### src/rtl/spin_pkg.sv
package spin_pkg;
  localparam int NPROBE = 7;
  localparam int NCELL  = 3;

  typedef enum logic [3:0] {
    SEL_P1 = 4'd0, SEL_P2 = 4'd1, SEL_P4 = 4'd2,
    SEL_V1 = 4'd3, SEL_V2 = 4'd4, SEL_V3 = 4'd5,
    SEL_O1 = 4'd6, SEL_O2 = 4'd7, SEL_O3 = 4'd8, SEL_O4 = 4'd9
  } selT;

  typedef struct packed {
    logic loadPiece;
    logic advance;
    logic we;
    logic wdata;
    selT  sel;
  } spinStrobeT;

  typedef struct packed {
    logic signed [3:0] dx;
    logic signed [3:0] dy;
  } offT;

  // quarter turn clockwise on a y-down grid: (dx,dy) -> (-dy,dx)
  function automatic offT rotCw(offT a, logic [1:0] k);
    offT r;
    r = a;
    for (int i = 0; i < 3; i++) begin
      if (i < int'(k)) r = '{dx: -r.dy, dy: r.dx};
    end
    return r;
  endfunction

  // probe offsets from the pivot, orientation 00 frame
  function automatic offT probeBase(selT s);
    case (s)
      SEL_V1:  return '{dx: 4'sd0,  dy: -4'sd2};
      SEL_V2:  return '{dx: 4'sd0,  dy: -4'sd1};
      SEL_V3:  return '{dx: 4'sd0,  dy: 4'sd1};
      SEL_O1:  return '{dx: -4'sd2, dy: -4'sd1};
      SEL_O2:  return '{dx: -4'sd1, dy: -4'sd1};
      SEL_O3:  return '{dx: -4'sd1, dy: -4'sd2};
      SEL_O4:  return '{dx: 4'sd1,  dy: 4'sd1};
      default: return '{dx: 4'sd0,  dy: 4'sd0};
    endcase
  endfunction

  // moving-cell offsets from the pivot, orientation 00 frame
  function automatic offT cellBase(int i);
    case (i)
      0:       return '{dx: -4'sd2, dy: 4'sd0};
      1:       return '{dx: -4'sd1, dy: 4'sd0};
      default: return '{dx: 4'sd1,  dy: 4'sd0};
    endcase
  endfunction

  // per-turn displacement of each moving cell, orientation 00 frame
  function automatic offT moveBase(int i);
    case (i)
      0:       return '{dx: 4'sd2,  dy: -4'sd2};
      1:       return '{dx: 4'sd1,  dy: -4'sd1};
      default: return '{dx: -4'sd1, dy: 4'sd1};
    endcase
  endfunction
endpackage

### src/rtl/brick_spin_path.sv
module brick_spin_path
  import spin_pkg::*;
#(
  parameter  int COORD_W = 3,
  localparam int ADDR_W  = 2 * COORD_W + 3
) (
  input  logic               clk,
  input  logic               rstN,
  input  spinStrobeT         strb,
  input  logic [COORD_W-1:0] loadX,
  input  logic [COORD_W-1:0] loadY,
  input  logic [1:0]         loadOrient,
  output logic [ADDR_W-1:0]  memAddr,
  output logic               boundOk,
  output logic [1:0]         orient
);
  localparam int GRID_MAX = (1 << COORD_W) - 1;
  localparam logic [COORD_W-1:0] LIM_1  = COORD_W'(1);
  localparam logic [COORD_W-1:0] LIM_2  = COORD_W'(2);
  localparam logic [COORD_W-1:0] LIM_H1 = COORD_W'(GRID_MAX - 1);
  localparam logic [COORD_W-1:0] LIM_H2 = COORD_W'(GRID_MAX - 2);
  localparam logic [COORD_W-1:0] RST_PIV = COORD_W'(2);

  function automatic logic [COORD_W-1:0] addOff(logic [COORD_W-1:0] c, logic signed [3:0] d);
    return c + COORD_W'(d);
  endfunction

  logic [COORD_W-1:0] pivX, pivY;
  logic [COORD_W-1:0] cellX [NCELL];
  logic [COORD_W-1:0] cellY [NCELL];

  always_ff @(posedge clk) begin
    if (!rstN) begin
      pivX   <= RST_PIV;
      pivY   <= '0;
      orient <= 2'b00;
    end else if (strb.loadPiece) begin
      pivX   <= loadX;
      pivY   <= loadY;
      orient <= loadOrient;
    end else if (strb.advance) begin
      orient <= orient + 2'd1;
    end
  end

  for (genvar g = 0; g < NCELL; g++) begin : g_cell
    offT loadOff, stepOff;
    always_comb begin
      loadOff = rotCw(cellBase(g), loadOrient);
      stepOff = rotCw(moveBase(g), orient);
    end
    always_ff @(posedge clk) begin
      if (!rstN) begin
        cellX[g] <= addOff(RST_PIV, cellBase(g).dx);
        cellY[g] <= addOff('0, cellBase(g).dy);
      end else if (strb.loadPiece) begin
        cellX[g] <= addOff(loadX, loadOff.dx);
        cellY[g] <= addOff(loadY, loadOff.dy);
      end else if (strb.advance) begin
        cellX[g] <= addOff(cellX[g], stepOff.dx);
        cellY[g] <= addOff(cellY[g], stepOff.dy);
      end
    end
  end

  offT probeOff;
  logic [COORD_W-1:0] selX, selY;

  always_comb begin
    probeOff = rotCw(probeBase(strb.sel), orient);
    case (strb.sel)
      SEL_P1:  begin selX = cellX[0]; selY = cellY[0]; end
      SEL_P2:  begin selX = cellX[1]; selY = cellY[1]; end
      SEL_P4:  begin selX = cellX[2]; selY = cellY[2]; end
      default: begin
        selX = addOff(pivX, probeOff.dx);
        selY = addOff(pivY, probeOff.dy);
      end
    endcase
  end

  assign memAddr = {2'b01, selY, 1'b1, selX};

  always_comb begin
    case (orient)
      2'b00:   boundOk = (pivY >= LIM_2) && (pivY <= LIM_H1);
      2'b01:   boundOk = (pivX >= LIM_1) && (pivX <= LIM_H2);
      2'b10:   boundOk = (pivY >= LIM_1) && (pivY <= LIM_H2);
      default: boundOk = (pivX >= LIM_2) && (pivX <= LIM_H1);
    endcase
  end
endmodule

### src/rtl/brick_spin_fsm.sv
module brick_spin_fsm
  import spin_pkg::*;
(
  input  logic       clk,
  input  logic       rstN,
  input  logic       loadEn,
  input  logic       rotReq,
  input  logic       rdBit,
  input  logic       boundOk,
  output spinStrobeT strb,
  output logic       busy,
  output logic       done,
  output logic       reject
);
  typedef enum logic [2:0] {
    ST_IDLE, ST_BOUND, ST_PROBE, ST_CHECK, ST_ERASE, ST_MOVE, ST_DRAW
  } stT;

  localparam logic [2:0] LAST_PROBE = 3'(NPROBE - 1);
  localparam logic [2:0] LAST_CELL  = 3'(NCELL - 1);

  stT         state;
  logic [2:0] idx;

  always_ff @(posedge clk) begin
    if (!rstN) begin
      state  <= ST_IDLE;
      idx    <= '0;
      done   <= 1'b0;
      reject <= 1'b0;
    end else begin
      done   <= 1'b0;
      reject <= 1'b0;
      case (state)
        ST_IDLE:  if (!loadEn && rotReq) state <= ST_BOUND;
        ST_BOUND: begin
          idx <= '0;
          if (boundOk) state <= ST_PROBE;
          else begin state <= ST_IDLE; reject <= 1'b1; end
        end
        ST_PROBE: state <= ST_CHECK;
        ST_CHECK: begin
          if (rdBit) begin
            state  <= ST_IDLE;
            reject <= 1'b1;
          end else if (idx == LAST_PROBE) begin
            idx   <= '0;
            state <= ST_ERASE;
          end else begin
            idx   <= idx + 3'd1;
            state <= ST_PROBE;
          end
        end
        ST_ERASE: begin
          if (idx == LAST_CELL) begin idx <= '0; state <= ST_MOVE; end
          else idx <= idx + 3'd1;
        end
        ST_MOVE:  state <= ST_DRAW;
        ST_DRAW: begin
          if (idx == LAST_CELL) begin
            idx   <= '0;
            state <= ST_IDLE;
            done  <= 1'b1;
          end else idx <= idx + 3'd1;
        end
        default:  state <= ST_IDLE;
      endcase
    end
  end

  always_comb begin
    strb.loadPiece = (state == ST_IDLE) && loadEn;
    strb.advance   = (state == ST_MOVE);
    strb.we        = (state == ST_ERASE) || (state == ST_DRAW);
    strb.wdata     = (state == ST_DRAW);
    if (state == ST_PROBE || state == ST_CHECK)
      strb.sel = selT'(4'(SEL_V1) + {1'b0, idx});
    else
      strb.sel = selT'({1'b0, idx});
  end

  assign busy = (state != ST_IDLE);
endmodule

### src/rtl/brick_spin_ctrl.sv
module brick_spin_ctrl
  import spin_pkg::*;
#(
  parameter  int COORD_W = 3,
  localparam int ADDR_W  = 2 * COORD_W + 3
) (
  input  logic               clk,
  input  logic               rstN,
  input  logic               loadEn,
  input  logic [COORD_W-1:0] loadX,
  input  logic [COORD_W-1:0] loadY,
  input  logic [1:0]         loadOrient,
  input  logic               rotReq,
  input  logic               rdBit,
  output logic [ADDR_W-1:0]  memAddr,
  output logic               memWe,
  output logic               memWdata,
  output logic               busy,
  output logic               done,
  output logic               reject,
  output logic [1:0]         orient
);
  spinStrobeT strb;
  logic       boundOk;

  brick_spin_fsm u_fsm (
    .clk(clk), .rstN(rstN), .loadEn(loadEn), .rotReq(rotReq), .rdBit(rdBit),
    .boundOk(boundOk), .strb(strb), .busy(busy), .done(done), .reject(reject)
  );

  brick_spin_path #(.COORD_W(COORD_W)) u_path (
    .clk(clk), .rstN(rstN), .strb(strb), .loadX(loadX), .loadY(loadY),
    .loadOrient(loadOrient), .memAddr(memAddr), .boundOk(boundOk), .orient(orient)
  );

  assign memWe    = strb.we;
  assign memWdata = strb.wdata;
endmodule

### config.mk
export PLATFORM = sky130hd
export DESIGN_NAME = brick_spin_ctrl
export DESIGN_NICKNAME = d
export VERILOG_FILES = /design/src/rtl/spin_pkg.sv /design/src/rtl/brick_spin_path.sv /design/src/rtl/brick_spin_fsm.sv /design/src/rtl/brick_spin_ctrl.sv
export SDC_FILE = /design/constraint.sdc
export NUM_CORES = 1
export LEC_CHECK = 0
export BUFFER_PORTS_ARGS = -buffer_cell sky130_fd_sc_hd__buf_2
export CAP_MARGIN = 10
export CORE_ASPECT_RATIO = 0.8
export CORE_MARGIN = 2
export CORE_UTILIZATION = 30
export CTS_BUF_LIST = sky130_fd_sc_hd__clkbuf_16
export DETAILED_ROUTE_END_ITERATION = 10
export HOLD_SLACK_MARGIN = 0.15
export PLACE_DENSITY_LB_ADDON = 0.08
export RECOVER_POWER = 100
export SETUP_SLACK_MARGIN = 0.4
export SYNTH_ARGS = -nofsm -noshare
export SYNTH_HDL_FRONTEND = slang
export SYNTH_SLANG_ARGS = --single-unit
### constraint.sdc
create_clock -name clk -period 4.55 [get_ports clk]
set_input_delay 1.1375 -clock clk [delete_from_list [all_inputs] [get_ports clk]]
set_output_delay 1.1375 -clock clk [all_outputs]
set_load 0.02 [all_outputs]
==> reports/qor.yml <==
synthesis:
  ys_seq_area_share_pct: 28.2
  yosys.area.top_type: "edfxtp_1"
  synthTopCellsByArea: "edfxtp_1 (18%), dfxtp_1 (11%), ha_1 (7.8%)"
  synth_cell_types: 54
  synth_ff_type: "edfxtp_1"
  syn_area_mm2: 0.00305
  synth_top_area_share_pct: 17.7
  yosysWarnings: 0
  async_flop_share_pct: 0
  synth_edf_count: 18
  post_synth.cell_area_avg_um2: 8.78
  synthCells: 347
  ys_ff_latch: 34
clock_tree:
  clk_pin_slew_ns: 0.05
  numCtsBuffers: 5
  insertion_delay_ns: 0.28
  htree_levels: 2
  clkSinkCount: 34
  clockBufferDepth: 2
  postCtsHoldBufs: 0
  cts_tree: "yes"
  cts-root-buf: "clkbuf_16"
finish:
  areaGrowthSynthToFinish_pct: 22.0
  fin_cells: 527
  fin_nets: 432
  multi_input_area_mm2: 0.00209
  final-seq-area_um2: 862
  num_antenna_cells: 0
  nFillCells: 1039
  finalInstanceArea_mm2: 0.00372
  layout-drive-gt1-share_pct: 21.5
setup_path:
  slowest_stage: "fa_2"
  reg2reg_to: "u_path.cellX[2][0]"
  endpoint_kind: "output port"
  path_class: "reg -> out"
  r2r_start: "u_fsm.state[2]"
  cpPeakStageDelay_ns: 0.35
  cp.buffers_inverters: 3
  critPathRequiredTime_ns: 3.41
  path_cells: "clkinvlp_4, ha_4, nor3b_4, mux2i_4, buf_4, a31o_4, nor2_1, ha_1, mux2_2, nor2_2, a21oi_4, fa_2, xor2_1, a211o_1, a32oi_4, buf_6"
  r2r_cells: 6
  rrSetupSlack_ns: 1.89
  arrival_ns: 3.79
  cp_top_family: "adder cells"
  cp-start-kind: "flop"
  crit_fanout: 9
grt:
  antenna_found_initial: 0
  grt_pass1_wl_um: 13500
  grt_pass1_vias: 2510
  grt_max_degree: 15
  grt_usage_pct: 16.2
  overflow: 0
sta:
  setup_tns_ns: -0.531
  rsz0062_at_grt: "yes"
  slew_headroom_pct: 47.7
  tightest_slew_ns: 0.785
  finalCriticalPeriod_ns: 4.93
  finClkSkew_ns: 0.00417
  slew_viol_final: 0
  setup_slack_ns: -0.378
  setup_viol: 2
  fin_crit_sh_pct: 108
  fmax_mhz: 203
  whs_ns: 0.518
  hold_viol: 0
die:
  coreArea_mm2: 0.00977
  start_util_pct: 31.2
  die_x_um: 117
  io_pins: 29
  die_h_um: 94.2
  num_rows: 32
  dieArea_mm2: 0.0110
drt:
  drt-total-wl_um: 8220
  viasPerCell: 4.84
  firstDrtPassIters: 4
  wl_per_cell_um: 15.6
  drt.antenna.violating_nets: 0
  drtIter0Drc: 146
  vias: 2551
  drc_errors: 0
job:
  max_cap_viol_count: 0
placement:
  placed_cells: 517
  port_buffers: 25
  postPlaceCellArea_mm2: 0.00350
  place_congestion: 0.780
  dp_hpwl_um: 6600
hold_path:
  worstHoldStart: "u_path.pivX[0]"
  holdCritPathClass: "reg -> reg"
  min_to: "u_path.pivX[0]"
  hold_path_depth: 2
power:
  p_sw_share_pct: 32.2
  power_frac_clock_pct: 32.2
  power_density_mw_per_mm2: 272
  p_comb_share_pct: 31.5
  pwr-share-seq_pct: 36.3
  switchingPower_w: 0.000326
  p_int_w: 0.000686
  leakage_nw: 1.45
  ir_worst_vdd_mv: 0.117
run_status:
  status: "finished with violations"
  violations: "setup timing"
## worst register-to-register path, cell delays in order, from the launching register on
cell and delay, ns:
dfxtp_1 0.37, clkbuf_1 0.23, or3_1 0.43, nor2_1 0.52, nand2_1 0.39, nor3_1 0.39
a21oi_1 0.07
## how the worst max path moves through the flow
stage / slack [ns] / cells after the start / from / end
6_report: -0.38 / 16 / u_fsm.idx[0] / memAddr[2]
5_1_grt: -0.59 / 19 / u_fsm.idx[0] / memAddr[2]
3_3_place_gp: -0.12 / 19 / u_fsm.idx[0] / memAddr[2]
2_1_floorplan: -0.26 / 19 / u_fsm.idx[0] / memAddr[2]
4_1_cts: -0.37 / 19 / u_fsm.idx[0] / memAddr[2]
3_5_place_dp: -0.17 / 19 / u_fsm.idx[0] / memAddr[2]
## kinds of logic after synthesis
kind of cell             count (synthesis)  synth area share (%)
AO/OA/AOI/OAI                           94                  20.6
buffers and inverters                   43                  6.73
XOR/XNOR                                33                  9.48
AND/OR/NAND/NOR                        102                  16.3
adder cells (fa/ha/maj)                 29                  14.4
other                                    2                 0.246
flip-flops                              34                  28.2
multiplexers                            10                  3.94
## Yosys cell counts (3+ instances only)
cell type and n:
nand2_1 38, o21ai_0 29, xnor2_1 26, nor2_1 25
a21oi_1 20, inv_1 20, ha_1 19, edfxtp_1 18
dfxtp_1 16, o22ai_1 11, fa_1 10, clkbuf_1 9
a211oi_1 8, nor2b_1 8, xor2_1 7, buf_4 6
mux2_2 6, o211ai_1 6, and3_1 5, buf_2 5
nand3_1 5, and2_1 3, mux2i_1 3, nand2b_1 3
nand3b_1 3, or2_2 3
## repair_timing
item / in CTS / in global routing
setup endpoints to repair: 4 / 4
pin swaps: 5 / 1
setup buffers: 2 / 0
resized for setup: 12 / 7
## sequential cells by signal, indices dropped and copies added (netlist names)
signal / cells
u_path.cellY: 9
u_path.pivY: 3
u_fsm.done: 1
u_fsm.idx: 3
u_fsm.state: 3
u_path.cellX: 9
u_fsm.reject: 1
u_path.pivX: 3
u_path.orient: 2
## power groups by stage
stage	Combinational (W)	Clock, W	Sequential, W
after floorplan	0.000215	0	0.000370
after global placement	0.000300	0	0.000373
after detailed placement	0.000300	0	0.000374
after CTS	0.000317	0.000335	0.000368
after global routing	0.000355	0.000348	0.000371
final	0.000319	0.000326	0.000368
## layer usage
layer | vias up | track usage [%] | routed length (µm)
li1 | 1306 | - | -
met3 | 4 | 2.06 | 400
met1 | 1182 | 25.3 | 4450
met4 | 0 | 3.24 | 55
met5 | - | 0 | 0
met2 | 59 | 23.5 | 3310
## layout make-up
class | instances | share of cell area (%)
Clock buffer | 5 | 3.36
Clock inverter | 3 | 0.336
Inverter | 21 | 2.22
Multi-Input combinational cell | 271 | 56.3
Sequential cell | 34 | 23.2
Tap cell | 136 | 4.58
Timing Repair Buffer | 57 | 10.0
## through the flow
stage                     total power, W  setup slack (ns)  util (%)
after global placement          0.000674            -0.123      35.8
final                            0.00101            -0.378      38.1
after CTS                        0.00102            -0.371      37.8
after floorplan                 0.000585            -0.264         -
after detailed placement        0.000674            -0.175      35.8
after global routing             0.00107            -0.593      38.1
## placed cells by master, fill, tap and decap left out, types with 6 or more instances in the layout
cell type	n
dfxtp_1	15
nor2_1	24
ha_1	17
buf_2	13
fa_1	8
xor2_1	7
o211ai_1	6
a21oi_1	19
edfxtp_1	18
clkbuf_1	10
mux2_2	6
nand2_1	36
o22ai_1	11
a211oi_1	8
o21ai_0	27
inv_1	20
xnor2_1	25
buf_4	30
nor2b_1	8
Power figures use the tool's default switching activity.
